==> src/rtl/ecc_pkg.sv <==
package ecc_pkg;
  typedef enum logic [1:0] {
    ST_DATA   = 2'd0,
    ST_ARMED  = 2'd1,
    ST_CALC   = 2'd2,
    ST_RESULT = 2'd3
  } ecc_st_e;

  localparam logic [7:0] MODE_CLR  = 8'hF4;
  localparam logic [7:0] MODE_CALC = 8'hB4;
  localparam logic [7:0] MODE_RES  = 8'hD4;

  // bit positions i of a DW-bit byte whose index has bit j set
  function automatic logic [7:0] col_mask(input int j);
    logic [7:0] m;
    for (int i = 0; i < 8; i++) m[i] = ((i >> j) & 1) == 1;
    return m;
  endfunction
endpackage

==> src/rtl/ecc_mode_ctrl.sv <==
module ecc_mode_ctrl
  import ecc_pkg::*;
(
  input  logic       clk_i,
  input  logic       rst_ni,
  input  logic       mode_we_i,
  input  logic [7:0] mode_i,
  input  logic       rd_i,
  output ecc_st_e    st_o,
  output logic       armed_rd_o,
  output logic       clr_o,
  output logic       res_entry_o
);
  ecc_st_e st_q;
  logic    armed_rd_q;

  assign clr_o       = mode_we_i && (mode_i == MODE_CLR);
  assign res_entry_o = mode_we_i && (mode_i == MODE_RES);

  always_ff @(posedge clk_i or negedge rst_ni) begin
    if (!rst_ni) begin
      st_q       <= ST_DATA;
      armed_rd_q <= 1'b0;
    end else if (mode_we_i) begin
      armed_rd_q <= 1'b0;
      unique case (mode_i)
        MODE_CLR:  st_q <= ST_ARMED;
        MODE_CALC: st_q <= (st_q == ST_ARMED && armed_rd_q) ? ST_CALC : ST_DATA;
        MODE_RES:  st_q <= ST_RESULT;
        default:   st_q <= ST_DATA;
      endcase
    end else if (rd_i && st_q == ST_ARMED) begin
      armed_rd_q <= 1'b1;
    end
  end

  assign st_o       = st_q;
  assign armed_rd_o = armed_rd_q;
endmodule

==> src/rtl/ecc_half_acc.sv <==
module ecc_half_acc
  import ecc_pkg::*;
#(
  parameter int AW  = 8,
  parameter int DW  = 8,
  localparam int LPW = 2 * AW,
  localparam int IW  = $clog2(DW),
  localparam int CPW = 2 * IW
) (
  input  logic           clk_i,
  input  logic           rst_ni,
  input  logic           clr_i,
  input  logic           en_i,
  input  logic [AW-1:0]  addr_i,
  input  logic [DW-1:0]  dat_i,
  output logic [LPW-1:0] lp_o,
  output logic [CPW-1:0] cp_o
);
  logic [LPW-1:0] lp_q, lp_d;
  logic [CPW-1:0] cp_q, cp_d;
  logic           bpar;

  assign bpar = ^dat_i;

  for (genvar k = 0; k < AW; k++) begin : g_lp
    assign lp_d[2*k+1] = lp_q[2*k+1] ^ (bpar &  addr_i[k]);
    assign lp_d[2*k]   = lp_q[2*k]   ^ (bpar & ~addr_i[k]);
  end

  for (genvar j = 0; j < IW; j++) begin : g_cp
    localparam logic [DW-1:0] MSK = DW'(col_mask(j));
    assign cp_d[2*j+1] = cp_q[2*j+1] ^ (^(dat_i &  MSK));
    assign cp_d[2*j]   = cp_q[2*j]   ^ (^(dat_i & ~MSK));
  end

  always_ff @(posedge clk_i or negedge rst_ni) begin
    if (!rst_ni) begin
      lp_q <= '0;
      cp_q <= '0;
    end else if (clr_i) begin
      lp_q <= '0;
      cp_q <= '0;
    end else if (en_i) begin
      lp_q <= lp_d;
      cp_q <= cp_d;
    end
  end

  assign lp_o = lp_q;
  assign cp_o = cp_q;
endmodule

==> src/rtl/ecc_readout.sv <==
module ecc_readout
  import ecc_pkg::*;
#(
  parameter int LPW = 16,
  parameter int CPW = 6
) (
  input  logic           clk_i,
  input  logic           rst_ni,
  input  ecc_st_e        st_i,
  input  logic           res_entry_i,
  input  logic           rd_i,
  input  logic [LPW-1:0] lp0_i,
  input  logic [CPW-1:0] cp0_i,
  input  logic [LPW-1:0] lp1_i,
  input  logic [CPW-1:0] cp1_i,
  output logic [1:0]     idx_o,
  output logic [15:0]    rd_data_o
);
  logic [1:0]  idx_q;
  logic [15:0] lp0, lp1;
  logic [7:0]  col0, col1;
  logic [15:0] word;

  assign lp0  = 16'(lp0_i);
  assign lp1  = 16'(lp1_i);
  assign col0 = {cp0_i, {(8 - CPW){1'b1}}};
  assign col1 = {cp1_i, {(8 - CPW){1'b1}}};

  always_ff @(posedge clk_i or negedge rst_ni) begin
    if (!rst_ni)                         idx_q <= 2'd0;
    else if (res_entry_i)                idx_q <= 2'd0;
    else if (st_i == ST_RESULT && rd_i)  idx_q <= (idx_q == 2'd2) ? 2'd0 : idx_q + 2'd1;
  end

  always_comb begin
    unique case (idx_q)
      2'd0:    word = {lp0[15:8], lp0[7:0]};
      2'd1:    word = {lp1[7:0], col0};
      default: word = {col1, lp1[15:8]};
    endcase
  end

  assign rd_data_o = (st_i == ST_RESULT) ? word : 16'h0000;
  assign idx_o     = idx_q;
endmodule

==> src/rtl/ecc_dual_hamming.sv <==
module ecc_dual_hamming
  import ecc_pkg::*;
#(
  parameter int HALF_BYTES = 256,
  parameter int DW         = 8,
  localparam int AW  = $clog2(HALF_BYTES),
  localparam int LPW = 2 * AW,
  localparam int CPW = 2 * $clog2(DW),
  localparam int NH  = 2,
  localparam int CW  = AW + 2
) (
  input  logic        clk_i,
  input  logic        rst_ni,
  input  logic        mode_we_i,
  input  logic [7:0]  mode_i,
  input  logic        dat_vld_i,
  input  logic [7:0]  dat_i,
  input  logic        rd_i,
  output logic [15:0] rd_data_o
);
  localparam logic [CW-1:0] PAGE_BYTES = CW'(NH * HALF_BYTES);

  ecc_st_e        st;
  logic           armed_rd, clr, res_entry, take;
  logic [CW-1:0]  byte_cnt_q;
  logic [1:0]     rd_idx;
  logic [LPW-1:0] lp [NH];
  logic [CPW-1:0] cp [NH];

  ecc_mode_ctrl i_ctrl (
    .clk_i, .rst_ni, .mode_we_i, .mode_i, .rd_i,
    .st_o(st), .armed_rd_o(armed_rd), .clr_o(clr), .res_entry_o(res_entry)
  );

  assign take = (st == ST_CALC) && dat_vld_i && (byte_cnt_q < PAGE_BYTES);

  always_ff @(posedge clk_i or negedge rst_ni) begin
    if (!rst_ni)   byte_cnt_q <= '0;
    else if (clr)  byte_cnt_q <= '0;
    else if (take) byte_cnt_q <= byte_cnt_q + 1'b1;
  end

  for (genvar h = 0; h < NH; h++) begin : g_half
    ecc_half_acc #(.AW(AW), .DW(DW)) i_acc (
      .clk_i, .rst_ni,
      .clr_i (clr),
      .en_i  (take && (byte_cnt_q[AW] == 1'(h))),
      .addr_i(byte_cnt_q[AW-1:0]),
      .dat_i (dat_i[DW-1:0]),
      .lp_o  (lp[h]),
      .cp_o  (cp[h])
    );
  end

  ecc_readout #(.LPW(LPW), .CPW(CPW)) i_rdo (
    .clk_i, .rst_ni,
    .st_i(st), .res_entry_i(res_entry), .rd_i,
    .lp0_i(lp[0]), .cp0_i(cp[0]), .lp1_i(lp[1]), .cp1_i(cp[1]),
    .idx_o(rd_idx), .rd_data_o
  );
endmodule

==> config.mk <==
export PLATFORM = sky130hd
export DESIGN_NAME = ecc_dual_hamming
export DESIGN_NICKNAME = d
export VERILOG_FILES = /design/src/rtl/ecc_pkg.sv /design/src/rtl/ecc_mode_ctrl.sv /design/src/rtl/ecc_half_acc.sv /design/src/rtl/ecc_readout.sv /design/src/rtl/ecc_dual_hamming.sv
export SDC_FILE = /design/constraint.sdc
export NUM_CORES = 1
export LEC_CHECK = 0
export CAP_MARGIN = 20
export CORE_UTILIZATION = 52
export DETAILED_ROUTE_END_ITERATION = 8
export MAX_ROUTING_LAYER = met4
export PLACE_DENSITY_LB_ADDON = 0.25
export SLEW_MARGIN = 25
export SYNTH_ARGS = -nofsm -noshare
export SYNTH_HDL_FRONTEND = slang
export SYNTH_HIERARCHICAL = 1
export SYNTH_SLANG_ARGS = --single-unit
==> constraint.sdc <==
create_clock -name clk_i -period 3 [get_ports clk_i]
set_clock_uncertainty 0.05 [all_clocks]
set_input_delay 0.6 -clock clk_i [delete_from_list [all_inputs] [get_ports clk_i]]
set_output_delay 0.6 -clock clk_i [all_outputs]
set_load 0.02 [all_outputs]
* After elaboration in Yosys (flattened, before gate mapping)
Index checks and enable logic that the tools add are counted.
** Operators by class
- $add $sub $neg :: 2
- Multipliers :: 0
- Div/mod/pow operators :: 0
- Order comparisons :: 1
- Equality and inequality tests :: 8
- Shift operators :: 0
- Muxes and demuxes :: 19
- Bitwise operators :: 69
- Reduce and logical (&&, ||, !) cells :: 22
** Operators by type and width (count)
- $mux W16 :: 5
- $reduce_xor A8 Y1 :: 7
- $xor A1 B1 Y1 :: 44
- $pmux W16 S2 :: 1
- $eq A8 B8 Y1 const B :: 3
- $mux W6 :: 4
- $mux W10 :: 2
- $and A1 B1 Y1 :: 16
- $add A10 B1 Y10 const B :: 1
- $lt A10 B10 Y1 const B :: 1
- $reduce_bool A2 Y1 :: 5
- $logic_and A1 B1 Y1 :: 9
- $not A1 Y1 :: 9
- $mux W2 :: 4
- $eq A2 B2 Y1 const B :: 3
- $pmux W2 S3 :: 1
- $eq A2 B1 Y1 const B :: 2
- $add A2 B1 Y2 const B :: 1
- $logic_not A2 Y1 :: 1
- $mux W1 :: 2
** Word-level totals
- Register bits :: 59
- Latch bits :: 0
- RAM bits :: 0
- Bits in read-only memories :: 0
- Input port bits :: 21
- Output and inout bits :: 16
- Logic and storage cells :: 129
- Memories :: 0

* Logic depth before layout (Yosys ltp)
- Depth after elaboration :: 6
- Depth in mapped cells :: 9
- Depth with buffers taken out :: 5

* By module
Netlist, hierarchy kept.
** Modules (own cells, without submodules)
- ecc_half_acc at g_half[1].i_acc :: times used 1, cells each 126, area each 1209.9 um^2, sequential area each 550.5 um^2
- ecc_half_acc at g_half[0].i_acc :: times used 1, cells each 126, area each 1151.1 um^2, sequential area each 550.5 um^2
- ecc_readout :: times used 1, cells each 61, area each 559.3 um^2, sequential area each 50.0 um^2
- ecc_dual_hamming :: times used 1, cells each 54, area each 511.7 um^2, sequential area each 250.2 um^2
- ecc_mode_ctrl :: times used 1, cells each 19, area each 172.7 um^2, sequential area each 75.1 um^2

* Worst setup path after synthesis
No wires, ideal clock.
- Kind :: input port to flip-flop
- Start :: in dat_vld_i
- End :: reg g_half[0].i_acc.lp_q[11]
- Setup time :: 78 ps
- Data arrival time :: 2258 ps
- Data required time :: 2872 ps
- Slack :: 614 ps
- Cell stages on the path :: 9
- Buffers on the path :: 4
- Cell sequence :: nand4bb_1 > buf_2 > buf_2 > nor2_1 > clkbuf_1 > buf_1 > nand2_1 > or3_1 > a21oi_1
** On the way
- Word-level cells in the longest chain between the ends :: 4
** Ends and longest elaborated chain
- start, declared :: line ecc_dual_hamming.sv:16 : input logic dat_vld_i,
- $logic_and A1 B1 Y1 (2 in series) :: line ecc_dual_hamming.sv:35 : assign take = (st == ST_CALC) && dat_vld_i && (byte_cnt_q < PAGE_BYTES);
- $logic_and A1 B1 Y1 :: line ecc_dual_hamming.sv:47 : .en_i (take && (byte_cnt_q[AW] == 1'(h))),
- $reduce_bool A2 Y1 (no line)
- end signal, assigned :: line ecc_half_acc.sv:44 : lp_q <= lp_d;
- end, declared :: line ecc_half_acc.sv:19 : logic [LPW-1:0] lp_q, lp_d;
No other way between the ends.
A chain may end at the register's enable or synchronous reset.

* Worst setup path in the final report
- Start :: reg i_rdo.idx_q[0] (netlist: i_rdo/idx_o[0])
- End :: out rd_data_o[7]
** On the way
- Word-level cells in the longest chain between the ends :: 3
- Elaborated cells between the ends (all ways) :: 4
** Ends and longest elaborated chain
- start, declared :: line ecc_readout.sv:19 : logic [1:0] idx_q;
- start signal, assigned :: line ecc_readout.sv:32 : else if (st_i == ST_RESULT && rd_i) idx_q <= (idx_q == 2'd2) ? 2'd0 : idx_q + 2'd1;
- $eq A2 B1 Y1 / $logic_not A2 Y1 (equally long branches) :: line ecc_readout.sv:36 : unique case (idx_q)
- $pmux W16 S2 * :: line ecc_readout.sv:36
- $mux W16 * :: line ecc_readout.sv:43 : assign rd_data_o = (st_i == ST_RESULT) ? word : 16'h0000;
- end, declared :: line ecc_dual_hamming.sv:19 : output logic [15:0] rd_data_o
Every way passes the cells marked *; elsewhere a longest branch is shown, timed or not.

==> impl_metrics.csv <==
group,metric,value,unit
run_status,outcome,"complete, no violations",
power,leakage,1.987,nW
clock_tree,cts_buffer_depth,2,
setup_path,arrival,2.11,ns
synthesis,syn_avg_cell_area,9.339,um2
placed_design,gp_congestion,0.7840,
placed_design,placed_cell_area,0.004095,mm2
setup_path,cp_top_family,"flip-flops",
routing,drt_iter0_drc,201,
layout,antenna-diode-count,0,
sta,fmax,361.8,MHz
synthesis,syn-num-nets,408,
sta,fin_setup_tns,0,ns
clock_tree,cts_made_buffers,9,
synthesis,synth_largest_area_cell,"dfrtp_1",
power,power.density,434.2,mW/mm2
sta,period_needed,2.764,ns
setup_path,reg2reg_slack,0.98,ns
setup_path,r2r-start,"i_ctrl/st_o[0]",
clock_tree,cts_sinks,59,
clock_tree,h-tree-depth,3,
floorplan,die_w,85.26,um
routing,drcViolationCount,0,
clock_tree,cts_tree,"built",
sta,setup_viol,0,
layout,fillers,517,
layout,post-route-util,0.6621,
layout,drive_gt1_frac,0.1329,
floorplan,die_area,0.007269,mm2
floorplan,start_util,0.5519,
global_route,grt_max_degree,34,
sta,relSlewSlack,0.4819,
global_route,antenna_found_initial,0,
sta,finalHoldViolations,0,
routing,dr_total_vias,2928,
setup_path,required,2.35,ns
synthesis,synth_cell_types,44,
floorplan,fp.dieH,85.26,um
sta,hold_slack,0.2937,ns
clock_tree,path_clk_slew,0.07,ns
floorplan,pin_count,37,
routing,wl_per_cell,16.43,um
sta,final-max-slew-violation-count,0,
synthesis,syn_inst,386,
clock_tree,cts-root-buf,"clkbuf_8",
floorplan,coreArea,0.006531,mm2
synthesis,yosysSeqAreaShare,0.4096,
placed_design,dp_hpwl,5682,um
power,power.switching,0.4801,mW
setup_path,cpPeakStageDelay,0.62,ns
routing,detail-route-antenna-nets,0,
layout,final_nets,446,
synthesis,synthArstFlopShare,1.000,
routing,viasPerCell,5.787,
clock_tree,clock_latency,0.34,ns
global_route,grt_pass1_wl,14510,um
routing,drtPass1Iterations,5,
synthesis,synth_area_leaders,"dfrtp_1 41%, or3_1 5.7%, a21oi_1 5.4%, nand2b_1 5.4%, xor2_1 5.1%",
sta,fin_crit_sh,0.9212,
global_route,grt_usage,0.2666,
setup_path,critical_path_class,"flop to primary output",
layout,area_delta_synth_final,19.96,%
power,p_sw_frac,0.2557,
setup_path,critPathBufInv,1,
power,total_power,1.878,mW
setup_path,crit_path_end_kind,"primary output",
synthesis,mappedNetlistArea,0.003605,mm2
synthesis,synth_top_area_frac,0.4096,
power,power_frac_clock,0.443,
setup_path,worstSetupStartpointType,"flop",
global_route,grt_pass1_vias,2957,
setup_path,cp_slowest_cell,"dfrtp_2",
routing,drt-total-wl,8312,um
layout,fin_area,0.004324,mm2
sta,rsz0062_at_grt,"false",
synthesis,synth_seq_cells,59,
setup_path,crit_fanout,15,
power,internal-power,1.397,mW
sta,worst_pin_slew,0.7771,ns
setup_path,cp_cell_sequence,"mux2_2, o211a_1, clkdlybuf4s50_1",
placed_design,port_buffers,36,
setup_path,r2r_end,"g_half[1].i_acc/lp_o[14]",
power,pwr-share-comb,0.132,
clock_tree,cts_post_setup_buffers_inserted,0,
setup_path,reg2regPathDepth,6,
hold_path,hold_path_class,"primary input to asynchronous set/reset pin",
power,ir_worst_vdd,0.2186,mV
synthesis,synth_warnings,6,
run,cap_violations,0,
synthesis,synth-main-ff-cell,"dfrtp_1",
synthesis,synth_edf_count,0,
floorplan,rows,29,
global_route,overflow,0,
power,pwr-share-seq,0.425,
==> kinds of logic (layout without fill, tap and decap cells) <==
logic type,count (synthesis),in the layout,synth area share
xor+xnor,43,43,0.1128
flops,59,59,0.4096
compound gates,99,99,0.1663
fa+ha+maj,1,1,0.003470
buf+inv,30,73,0.04755
mux,17,17,0.05241
simple gates,137,137,0.2079
==> power by group through the flow <==
| stage | Clock, mW | Combinational (mW) | Sequential, mW |
|---|---|---|---|
| 2_1_floorplan | 0 | 0.164 | 0.813 |
| 3_3_place_gp | 0 | 0.226 | 0.814 |
| 3_5_place_dp | 0 | 0.250 | 0.814 |
| 4_1_cts | 0.843 | 0.252 | 0.799 |
| 5_1_grt | 0.878 | 0.276 | 0.799 |
| 6_report | 0.831 | 0.248 | 0.799 |
==> placed cells by master (no fill, tap or decap), types with 2 or more instances in the layout <==
cell type	count
o31ai_1	3
or3_1	33
o21ai_0	36
a31oi_1	2
xnor2_4	2
nor2b_1	3
mux2i_1	2
nand2b_1	31
xor2_1	21
o311a_1	2
nand3_1	3
dfrtp_1	58
o211a_1	12
bufinv_16	2
nand4_1	2
or3_2	2
or4_1	4
nor2_1	20
buf_4	12
xnor2_1	17
mux2_2	15
clkbuf_8	11
inv_1	6
buf_12	3
xnor2_2	2
clkdlybuf4s50_1	35
o21a_1	2
a21oi_1	39
nand2_1	30
==> per-layer routing <==
layer | GRT usage | vias to the layer above | wire length, um
li1 | - | 1430 | -
met1 | 0.3580 | 1421 | 3801
met2 | 0.4135 | 67 | 3958
met3 | 0.05447 | 10 | 458
met4 | 0.07273 | 0 | 95
met5 | - | - | 0
==> flip-flops by register name, indices dropped and copies added, names as in the netlist <==
signal / count
g_half.i_acc/cp_o: 12
i_ctrl/st_o: 2
g_half.i_acc/lp_o: 32
byte_cnt_q: 10
i_ctrl/armed_rd_o: 1
i_rdo/idx_o: 2
==> worst register-to-register path: stages, from the launching register on <==
cell and delay [ns]:
dfrtp_1 0.43, nand4bb_1 0.27, nor2_1 0.32, buf_4 0.29, nand2b_1 0.10, or3_1 0.32, a21oi_1 0.16
==> synthesized netlist by cell type (all sizes together), types with 12 or more instances <==
library cell,number
nand2,30
o21ai,36
nand2b,31
nor2,21
xnor2,21
dfrtp,59
buf,12
or3,35
o211a,12
mux2,15
a21oi,39
xor2,22
==> stage by stage <==
stage | std cells | setup slack (ns)
after CTS | 506 | 0.2161
final | 506 | 0.2364
after global routing | 506 | 0.1605
after detailed placement | 490 | 0.05497
after global placement | 490 | -0.06834
after floorplan | 386 | 0.6144
==> worst max-delay path by stage <==
stage	cells past startpoint	startpoint	endpoint	slack, ns
after floorplan	9	dat_vld_i	g_half[0].i_acc/lp_o[11]	0.61
after global placement	6	dat_i[6]	g_half[1].i_acc/lp_o[13]	-0.07
after detailed placement	6	dat_i[2]	g_half[1].i_acc/lp_o[1]	0.05
after CTS	3	i_rdo/idx_o[0]	rd_data_o[7]	0.22
after global routing	3	i_rdo/idx_o[0]	rd_data_o[7]	0.16
final	3	i_rdo/idx_o[0]	rd_data_o[7]	0.24
==> area by class of cell <==
type / count / area [um2] / share of cell area
repair buffers: 51 / 505.5 / 0.1169
clock inverters: 4 / 72.57 / 0.01678
multi-input cells: 297 / 1994 / 0.4612
inverters: 6 / 22.52 / 0.005208
clock buffers: 12 / 155.1 / 0.03588
flip-flops and latches: 59 / 1478 / 0.3417
well taps: 77 / 96.34 / 0.02228
==> timing repair <==
| action | CTS | global route |
|---|---|---|
| hold buffers | 0 | 0 |
| gates resized for setup | 1 | 0 |
| endpoints found under the setup margin | 2 | 0 |
Power figures use the tool's default switching activity.
